<file path="src/rtl/psd_pkg.sv">
package psd_pkg;
   // modulus request from the swallow counter to the modulus stage
   typedef enum logic {
      MOD_LO = 1'b0,   // divide by 2^N
      MOD_HI = 1'b1    // divide by 2^N + 1
   } mod_sel_e;
endpackage

</file>
<file path="src/rtl/psd_prescale.sv">
module psd_prescale #(
   parameter bit HAS_PRE = 1'b1
) (
   input  logic clk,
   input  logic rst_n,
   input  logic pre_en,
   output logic tick
);
   generate
      if (HAS_PRE) begin : g_pre
         logic phase_q;
         always_ff @(posedge clk or negedge rst_n) begin
            if (!rst_n) phase_q <= 1'b0;
            else        phase_q <= ~phase_q;
         end
         assign tick = pre_en ? phase_q : 1'b1;
      end else begin : g_nopre
         logic unused_pre;
         assign unused_pre = pre_en;
         assign tick       = 1'b1;
      end
   endgenerate
endmodule

</file>
<file path="src/rtl/psd_modulus.sv">
module psd_modulus
   import psd_pkg::*;
#(
   parameter int N_LOG = 4
) (
   input  logic              clk,
   input  logic              rst_n,
   input  logic              tick,
   input  mod_sel_e          mod_sel,
   output logic              sub_end,
   output logic [N_LOG:0]    phase_cnt
);
   localparam int          PC_W   = N_LOG + 1;
   localparam logic [PC_W-1:0] LAST_LO = PC_W'((1 << N_LOG) - 1);
   localparam logic [PC_W-1:0] LAST_HI = PC_W'(1 << N_LOG);

   logic [PC_W-1:0] last_val;

   assign last_val = (mod_sel == MOD_HI) ? LAST_HI : LAST_LO;
   assign sub_end  = tick && (phase_cnt == last_val);

   always_ff @(posedge clk or negedge rst_n) begin
      if (!rst_n)       phase_cnt <= '0;
      else if (sub_end) phase_cnt <= '0;
      else if (tick)    phase_cnt <= phase_cnt + 1'b1;
   end
endmodule

</file>
<file path="src/rtl/psd_swallow.sv">
module psd_swallow
   import psd_pkg::*;
#(
   parameter int M_W = 13,
   parameter int A_W = 4
) (
   input  logic           clk,
   input  logic           rst_n,
   input  logic           sub_end,
   input  logic [M_W-1:0] m_in,
   input  logic [A_W-1:0] a_in,
   output mod_sel_e       mod_sel,
   output logic           cyc_end,
   output logic [M_W-1:0] cur_m,
   output logic [A_W-1:0] cur_a
);
   localparam logic [M_W-1:0] M_ONE = M_W'(1);

   logic [M_W-1:0] m_left;
   logic [A_W-1:0] a_left;
   logic [M_W-1:0] a_wide;
   logic           pair_ok;
   logic [M_W-1:0] ld_m;
   logic [A_W-1:0] ld_a;

   assign a_wide  = M_W'(a_in);
   assign pair_ok = (m_in != '0) && (a_wide <= m_in);
   assign ld_m    = pair_ok ? m_in : M_ONE;
   assign ld_a    = pair_ok ? a_in : '0;

   assign cyc_end = sub_end && (m_left == M_ONE);
   assign mod_sel = (a_left != '0) ? MOD_HI : MOD_LO;

   always_ff @(posedge clk or negedge rst_n) begin
      if (!rst_n) begin
         m_left <= M_ONE;
         a_left <= '0;
         cur_m  <= M_ONE;
         cur_a  <= '0;
      end else if (cyc_end) begin
         m_left <= ld_m;
         a_left <= ld_a;
         cur_m  <= ld_m;
         cur_a  <= ld_a;
      end else if (sub_end) begin
         m_left <= m_left - 1'b1;
         if (a_left != '0) a_left <= a_left - 1'b1;
      end
   end
endmodule

</file>
<file path="src/rtl/pulse_swallow_div.sv">
module pulse_swallow_div
   import psd_pkg::*;
#(
   parameter int M_W     = 13,
   parameter int A_W     = 4,
   parameter int N_LOG   = 4,
   parameter bit HAS_PRE = 1'b1
) (
   input  logic           clk,
   input  logic           rst_n,
   input  logic           pre_en,
   input  logic [M_W-1:0] ratio_m,
   input  logic [A_W-1:0] ratio_a,
   output logic           fpd_pulse
);
   generate
      if (A_W > N_LOG) begin : g_bad_a
         $error("swallow count must stay below the modulus");
      end
      if (M_W < A_W) begin : g_bad_m
         $error("sub-cycle counter narrower than swallow counter");
      end
   endgenerate

   logic           tick;
   logic           sub_end;
   logic           cyc_end;
   mod_sel_e       mod_sel;
   logic [N_LOG:0] phase_cnt;
   logic [M_W-1:0] cur_m;
   logic [A_W-1:0] cur_a;

   psd_prescale #(.HAS_PRE(HAS_PRE)) u_pre (
      .clk    (clk),
      .rst_n  (rst_n),
      .pre_en (pre_en),
      .tick   (tick)
   );

   psd_modulus #(.N_LOG(N_LOG)) u_mod (
      .clk       (clk),
      .rst_n     (rst_n),
      .tick      (tick),
      .mod_sel   (mod_sel),
      .sub_end   (sub_end),
      .phase_cnt (phase_cnt)
   );

   psd_swallow #(.M_W(M_W), .A_W(A_W)) u_swl (
      .clk     (clk),
      .rst_n   (rst_n),
      .sub_end (sub_end),
      .m_in    (ratio_m),
      .a_in    (ratio_a),
      .mod_sel (mod_sel),
      .cyc_end (cyc_end),
      .cur_m   (cur_m),
      .cur_a   (cur_a)
   );

   assign fpd_pulse = cyc_end;
endmodule

</file>
<file path="config.mk">
export PLATFORM = sky130hd
export DESIGN_NAME = pulse_swallow_div
export DESIGN_NICKNAME = d
export VERILOG_FILES = /design/src/rtl/psd_pkg.sv /design/src/rtl/psd_prescale.sv /design/src/rtl/psd_modulus.sv /design/src/rtl/psd_swallow.sv /design/src/rtl/pulse_swallow_div.sv
export SDC_FILE = /design/constraint.sdc
export NUM_CORES = 1
export LEC_CHECK = 0
export ABC_CLOCK_PERIOD_IN_PS = 2990
export CORE_MARGIN = 3
export CORE_UTILIZATION = 55
export DETAILED_ROUTE_END_ITERATION = 8
export DONT_BUFFER_PORTS = 1
export PLACE_DENSITY = 0.7
export RECOVER_POWER = 25
export SLEW_MARGIN = 30
export SYNTH_ARGS = -nofsm -noshare
export SYNTH_HDL_FRONTEND = slang
export SYNTH_SLANG_ARGS = --single-unit
</file>
<file path="constraint.sdc">
create_clock -name clk -period 2.99 [get_ports clk]
set_clock_uncertainty 0.2 [all_clocks]
set_input_delay 0.598 -clock clk [delete_from_list [all_inputs] [get_ports clk]]
set_output_delay 0.598 -clock clk [all_outputs]
set_load 0.005 [all_outputs]
</file>
==> run_results.csv, run 1 <==
group,metric,value,unit
detailed_routing,wirelength,3690,microns
sta,maxClockFrequency,344,MHz
worst_setup_path,r2r-end,"u_swl.m_left[1]$_DFFE_PN0P_",
detailed_routing,avgRoutedWirePerCell,16.0,microns
worst_hold_path,hold_start,"ratio_m[11]",
cells_and_area,instances_no_fill,230,
synth,synth.distinct_cells,47,
floorplanning,die_area,3600,sq um
worst_setup_path,timing.rr.start,"u_swl.a_left[0]$_DFFE_PN0P_",
sta,worstMarginPinSlew,1.23,ns
run,maxCapViolations,0,
pwr,switching_share,44.1,%
pwr,seqPwrFrac,40.3,%
floorplanning,core,2610,sq um
synth,synth.avg_cell_area,8.49,sq um
detailed_routing,drc,0,
cts,cts.sinks,23,
synth,syn-instance-count,189,
floorplanning,die_w,60.0,microns
worst_setup_path,crit_path_end_kind,"output port",
placed_design,place_hpwl,2670,microns
global_routing,grt_antenna_before_repair,0,
synth,synth_top_area_cell,"dfrtp_1",
cells_and_area,drive_gt1_share,13.5,%
worst_setup_path,worst-setup-path-type,"reg2out",
synth,ys_top_cells_by_count,"dfrtp_1, inv_1, a21oi_1",
pwr,power_density,781,nW/um^2
sta,setup_viol_count_final,0,
floorplanning,start_util,61.4,%
worst_setup_path,startpoint_type,"flop",
detailed_routing,ant_nets,0,
global_routing,grt_pass1_wl,6040,microns
cts,insertion_delay,0.31,ns
sta,finalHoldViolations,0,
worst_setup_path,crit_required,2.19,ns
placed_design,dp.cells,217,
global_routing,grt_pass1_vias,1372,
cts,clk_pin_slew,0.14,ns
synth,ys_seq_area_share,35.9,%
cts,cts_root_buf,"clkbuf_4",
floorplanning,placementRows,18,
synth,synth.most_common_cell,"dfrtp_1",
cts,htree_num_levels,1,
global_routing,grt_max_degree,24,
run_status,status,"finished, final reports clean",
floorplanning,die_y,60.0,microns
synth,synth_top_area_share,34.3,%
cells_and_area,nets,229,
worst_hold_path,hold_end,"u_swl.m_left[11]$_DFFE_PN0P_",
cts,tritoncts,"done",
detailed_routing,vias,1454,
pwr,ir_drop,0.000561,V
detailed_routing,vias_per_cell,6.32,
worst_setup_path,cp.arrival,2.10,ns
worst_setup_path,r2r_slack,0.50,ns
sta,maxSlewHeadroom,17.7,%
sta,slew_viol_final,0,
placed_design,place_congestion,0.800,
pwr,p_comb_share,48.6,%
synth,synth_edf_count,0,
detailed_routing,first_pass_iters,4,
global_routing,grt_usage,22.4,%
cts,ctsLongestPathBuffers,2,
worst_setup_path,ff2ff_path_depth,8,
global_routing,grt-ovfl-total,0,
synth,ys_warn_count,0,
worst_hold_path,hold_path.class,"in2reg",
worst_setup_path,cp_max_fo,5,
pwr,clockPowerShare,11.2,%
worst_hold_path,hold_depth,2,
pwr,p_leak,0.791,nW
sta,rsz0062_at_grt,"false",
sta,fin_crit_sh,97.1,%
sta,setup_tns,0,ns
cts,cts_buffers,3,
synth,syn_area,1610,sq um
pwr,p_int,756,uW
cells_and_area,diodes,0,
detailed_routing,first_iter_violations,82,
synth,synth_area_leaders,"dfrtp_1, ha_1, a21oi_1",
floorplanning,io_pins,21,
sta,min_period,2.90,ns
synth,synth_ff_type,"dfrtp_1",
cells_and_area,area_delta_synth_final,7.95,%
synth,async_flop_share,100,%
pwr,switching_power,597,uW
placed_design,portBuffers,0,
synth,syn-num-nets,217,
synth,yosys_register_bits,23,
==> repair_timing <==
item / in CTS / in global routing
resized for setup: 1 / 1
cloned: 0 / 1
endpoints found under the setup margin: 1 / 1
hold buffers: 1 / 0
setup buffers: 1 / 6
hold endpoints to repair: 23 / 0
==> kinds of logic after synthesis <==
group,count (synthesis),synth area share [%]
mux,1,0.624
buf+inv,25,7.33
fa+ha+maj,8,6.24
flops,23,35.9
xor+xnor,1,0.546
compound gates,56,23.6
simple gates,75,25.7
==> flip-flops by register name, indices dropped and copies added (netlist names) <==
register and cells:
u_mod.phase_cnt 5, u_swl.m_left 13, u_pre.g_pre.phase_q 1, u_swl.a_left 4
==> layer usage <==
layer / up-vias / share of wire (%) / track usage [%]
met5: - / 0 / 0
li1: 720 / - / -
met3: 2 / 5.7 / 4.32
met2: 40 / 47 / 36.6
met1: 692 / 47 / 29.0
met4: 0 / 0.52 / 8.86
==> cell type report <==
class	count	area, sq um
sequential	23	577
timing repair buffer	14	101
multi-input combinational	142	926
tap	30	37.5
inverter	17	63.8
clock buffer	3	22.5
fill	220	880
clock inverter	1	5.00
==> stage by stage <==
stage                     worst slack (ns)  utilization, %  instance area, sq um  total power [mW]  hold WS (ns)
final                               0.0870            66.3                  1730              1.35         0.219
after global routing                0.0189            66.3                  1730              1.47         0.206
after CTS                          0.00591            64.4                  1680              1.31         0.212
after detailed placement             0.307            62.5                  1630              1.15         0.103
after global placement               0.373            62.5                  1630              1.12         0.103
after floorplan                      0.253               -                  1610              1.01         0.102
==> worst max path at each step <==
stage,startpoint,to,slack (ns),cells past startpoint
2_1_floorplan,u_swl.a_left[0]$_DFFE_PN0P_,fpd_pulse,0.25,8
3_3_place_gp,u_swl.a_left[0]$_DFFE_PN0P_,fpd_pulse,0.37,6
3_5_place_dp,u_swl.a_left[0]$_DFFE_PN0P_,fpd_pulse,0.31,6
4_1_cts,u_swl.a_left[1]$_DFFE_PN0P_,fpd_pulse,0.006,6
5_1_grt,u_swl.a_left[0]$_DFFE_PN0P_,fpd_pulse,0.02,6
6_report,u_swl.a_left[0]$_DFFE_PN0P_,fpd_pulse,0.09,6
==> layout by cell type (no fill, tap or decap), types with 2 or more instances in the layout <==
master,n
nor2_1,9
nand3_1,7
ha_1,8
nor2b_1,4
a21o_1,2
o21ai_1,8
nand4b_1,2
nand2_1,14
dfrtp_1,22
nor4_1,7
o22ai_1,3
or2_2,2
nor3_1,8
o211ai_1,4
buf_4,13
a21oi_1,16
o21ai_0,8
nand4_1,8
and3_1,3
inv_1,17
clkbuf_4,3
o31ai_1,3
nand2b_1,3
==> power by group through the flow <==
stage / registers (mW) / logic (mW) / clock network, mW
finish: 0.545 / 0.657 / 0.151
global route: 0.560 / 0.745 / 0.169
CTS: 0.543 / 0.619 / 0.151
detailed placement: 0.552 / 0.601 / 0
global placement: 0.545 / 0.575 / 0
floorplan: 0.521 / 0.486 / 0
==> critical path, stage by stage (launching register included) <==
cell,delay [ns]
dfrtp_1,0.41
inv_1,0.08
ha_1,0.17
or3b_1,0.37
or4_4,0.47
and2_4,0.19
nor2_4,0.10
No activity file was read; power rests on OpenSTA's default activity.
==> run 2, diff against run 1 <==
- ABC_AREA: not set -> 1
==> run 2 against run 1 <==
Net effect:
- combinational power rose by 18%
- non-clock buffer count fell by 13
- highest routed layer unchanged
- critical path type unchanged
- die area rose by 12%
- hold slack got worse by 0.019 ns
- largest power group unchanged
==> run_results.csv, run 2 <==
group,metric,value,unit
synth,yosys_register_bits,23,
cts,cts_setup_buffers,0,
synth,async_flop_share,100,%
synth,synth.avg_cell_area,6.93,sq um
pwr,power_density,804,nW/um^2
floorplanning,placementRows,20,
cts,cts_buffers,3,
cells_and_area,diodes,0,
global_routing,grt_usage,22.1,%
cts,insertion_delay,0.32,ns
synth,synth_area_leaders,"dfrtp_1, nand2_1, nand3_1",
cts,ctsLongestPathBuffers,2,
sta,hold_ws,0.200,ns
placed_design,portBuffers,0,
synth,synth_ff_type,"dfrtp_1",
cells_and_area,nets,294,
detailed_routing,first_iter_violations,129,
synth,synth.distinct_cells,29,
sta,fin_ws,0.439,ns
global_routing,grt_max_degree,24,
global_routing,grt_antenna_before_repair,0,
detailed_routing,drc,0,
placed_design,pre_cts_slack,0.810,ns
worst_setup_path,path_buf_inv,1,
synth,ys_warn_count,0,
synth,syn-instance-count,262,
synth,synth_top_area_cell,"dfrtp_1",
pwr,finalPower,1.51,mW
cells_and_area,drive_gt1_share,10.2,%
cells_and_area,largest_register_ff_count,13,
cts,clk_pin_slew,0.14,ns
placed_design,place_hpwl,3210,microns
synth,synth_top_area_share,30.3,%
synth,syn_area,1820,sq um
detailed_routing,avgRoutedWirePerCell,13.4,microns
worst_setup_path,critical-path-max-stage-delay,0.41,ns
worst_hold_path,hold_path.class,"in2reg",
worst_setup_path,startpoint_type,"flop",
worst_setup_path,cp_max_fo,19,
synth,synth.most_common_cell,"nand2_1",
worst_setup_path,worst-setup-path-type,"reg2out",
floorplanning,die_y,63.5,microns
worst_setup_path,cp.arrival,1.75,ns
sta,min_period,2.55,ns
worst_setup_path,crit_family,"simple AND/OR/NAND/NOR gates",
cts,tritoncts,"done",
global_routing,grt_pass1_wl,7070,microns
synth,synth_edf_count,0,
cells_and_area,area_delta_synth_final,3.79,%
sta,maxSlewHeadroom,14.7,%
worst_setup_path,crit_required,2.19,ns
detailed_routing,vias_per_cell,5.25,
cells_and_area,final_common_cell,"nand2_1",
global_routing,grt-ovfl-total,0,
sta,worstMarginPinSlew,1.28,ns
sta,setup_tns,0,ns
floorplanning,io_pins,21,
cells_and_area,top_register,"u_swl.m_left",
sta,slew_viol_final,0,
floorplanning,die_w,63.5,microns
sta,finalHoldViolations,0,
pwr,p_leak,0.922,nW
pwr,ir_drop,0.000448,V
synth,syn-num-nets,290,
detailed_routing,first_pass_iters,4,
placed_design,place_congestion,0.867,
worst_setup_path,cp_cell_sequence,"inv_1 > ha_1 > nand2_1 > nor2_1 > nand3_1 > nand2_2 > nand2_4 > nor2_4",
worst_setup_path,crit_slowest_cell,"dfrtp_1",
worst_setup_path,crit_path_end_kind,"output port",
cts,cts.sinks,23,
sta,setup_viol_count_final,0,
synth,ys_top_cells_by_count,"nand2_1, nor2_1, nand3_1",
run,maxCapViolations,0,
run_status,status,"finished, final reports clean",
cells_and_area,layout_common_cells,"nand2_1, nor2_1, nand3_1",
sta,rsz0062_at_grt,"false",
global_routing,grt_pass1_vias,1573,
floorplanning,core,3100,sq um
detailed_routing,vias,1621,
floorplanning,die_area,4030,sq um
floorplanning,start_util,58.5,%
cts,cts_resized,0,
detailed_routing,ant_nets,0,
cts,htree_num_levels,1,
synth,ys_seq_area_share,31.8,%
sta,fin_crit_sh,85.3,%
sta,maxClockFrequency,392,MHz
cells_and_area,largestRegisters,"u_swl.m_left: 13 flops, u_mod.phase_cnt: 5 flops, u_swl.a_left: 4 flops",
detailed_routing,wirelength,4130,microns
cts,cts_root_buf,"clkbuf_4",
-- run 2: layout make-up --
cell class,instances,area [sq um]
fillers,317,1220
multi-input cells,204,1100
flip-flops and latches,23,577
inverters,33,126
well taps,44,55.1
clock buffers,4,26.3
repair buffers,1,3.75
-- run 2: stage by stage --
stage	area [sq um]	utilization (%)	instances
after global routing	1880	60.7	309
after CTS	1890	60.9	309
final	1880	60.7	309
after floorplan	1820	-	262
after global placement	1850	59.8	304
after detailed placement	1850	59.8	304
-- run 2: worst reg2reg max path: cells and delay by family, from the launching register on --
| family | cells | cell delay (ns) |
|---|---|---|
| and+or+nand+nor | 8 | 1.16 |
| DFF | 1 | 0.41 |
| adders and majority gates | 1 | 0.21 |
| buffers and inverters | 1 | 0.09 |
-- run 2: logic make-up (layout without fill, tap and decap cells) --
kind of cell / after synthesis / after routing / share of synthesized area [%]
adder cells (fa/ha/maj): 8 / 8 / 5.51
XOR/XNOR: 8 / 8 / 3.86
flip-flops: 23 / 23 / 31.8
buffers and inverters: 35 / 38 / 7.86
AO/OA/AOI/OAI: 23 / 23 / 7.03
AND/OR/NAND/NOR: 165 / 165 / 44.0
-- run 2: what timing repair did --
item / in CTS / in global routing
endpoints found under the setup margin: 0 / 0
hold buffers: 1 / 0
hold endpoints to repair: 23 / 0
-- run 2: path summary, 6_finish.rpt --
| check | start | endpoint | slack (ns) | depth (start not counted) |
|---|---|---|---|---|
| max in group asynchronous | rst_n | u_swl.m_left[12]$_DFFE_PN0P_ | 1.51 | 1 |
| hold / removal | ratio_m[1] | u_swl.m_left[1]$_DFFE_PN0P_ | 0.20 | 2 |
| hold reg to reg | u_pre.g_pre.phase_q$_DFF_PN0_ | u_pre.g_pre.phase_q$_DFF_PN0_ | 0.23 | 1 |
| setup reg to reg | u_swl.a_left[0]$_DFFE_PN0P_ | u_swl.a_left[1]$_DFFE_PN0P_ | 0.87 | 10 |
| min in group asynchronous | rst_n | u_swl.m_left[7]$_DFFE_PN0P_ | 0.32 | 1 |
| setup / recovery | u_swl.a_left[0]$_DFFE_PN0P_ | fpd_pulse | 0.44 | 8 |
-- run 2: where the power goes --
group	internal [mW]	switching [mW]	total (mW)
clock	0.0522	0.0977	0.150
sequential	0.442	0.148	0.590
combinational	0.297	0.478	0.775
-- run 2: per-layer routing --
metal  part of all wire, %  wire length, microns  GRT usage, %  up-vias
li1                      -                     -             -      849
met1                    49                  2010          29.7      742
met2                    47                  1950          36.4       26
met3                   3.0                   123          3.21        4
met4                  0.99                    41          7.01        0
met5                     0                     0             0        -
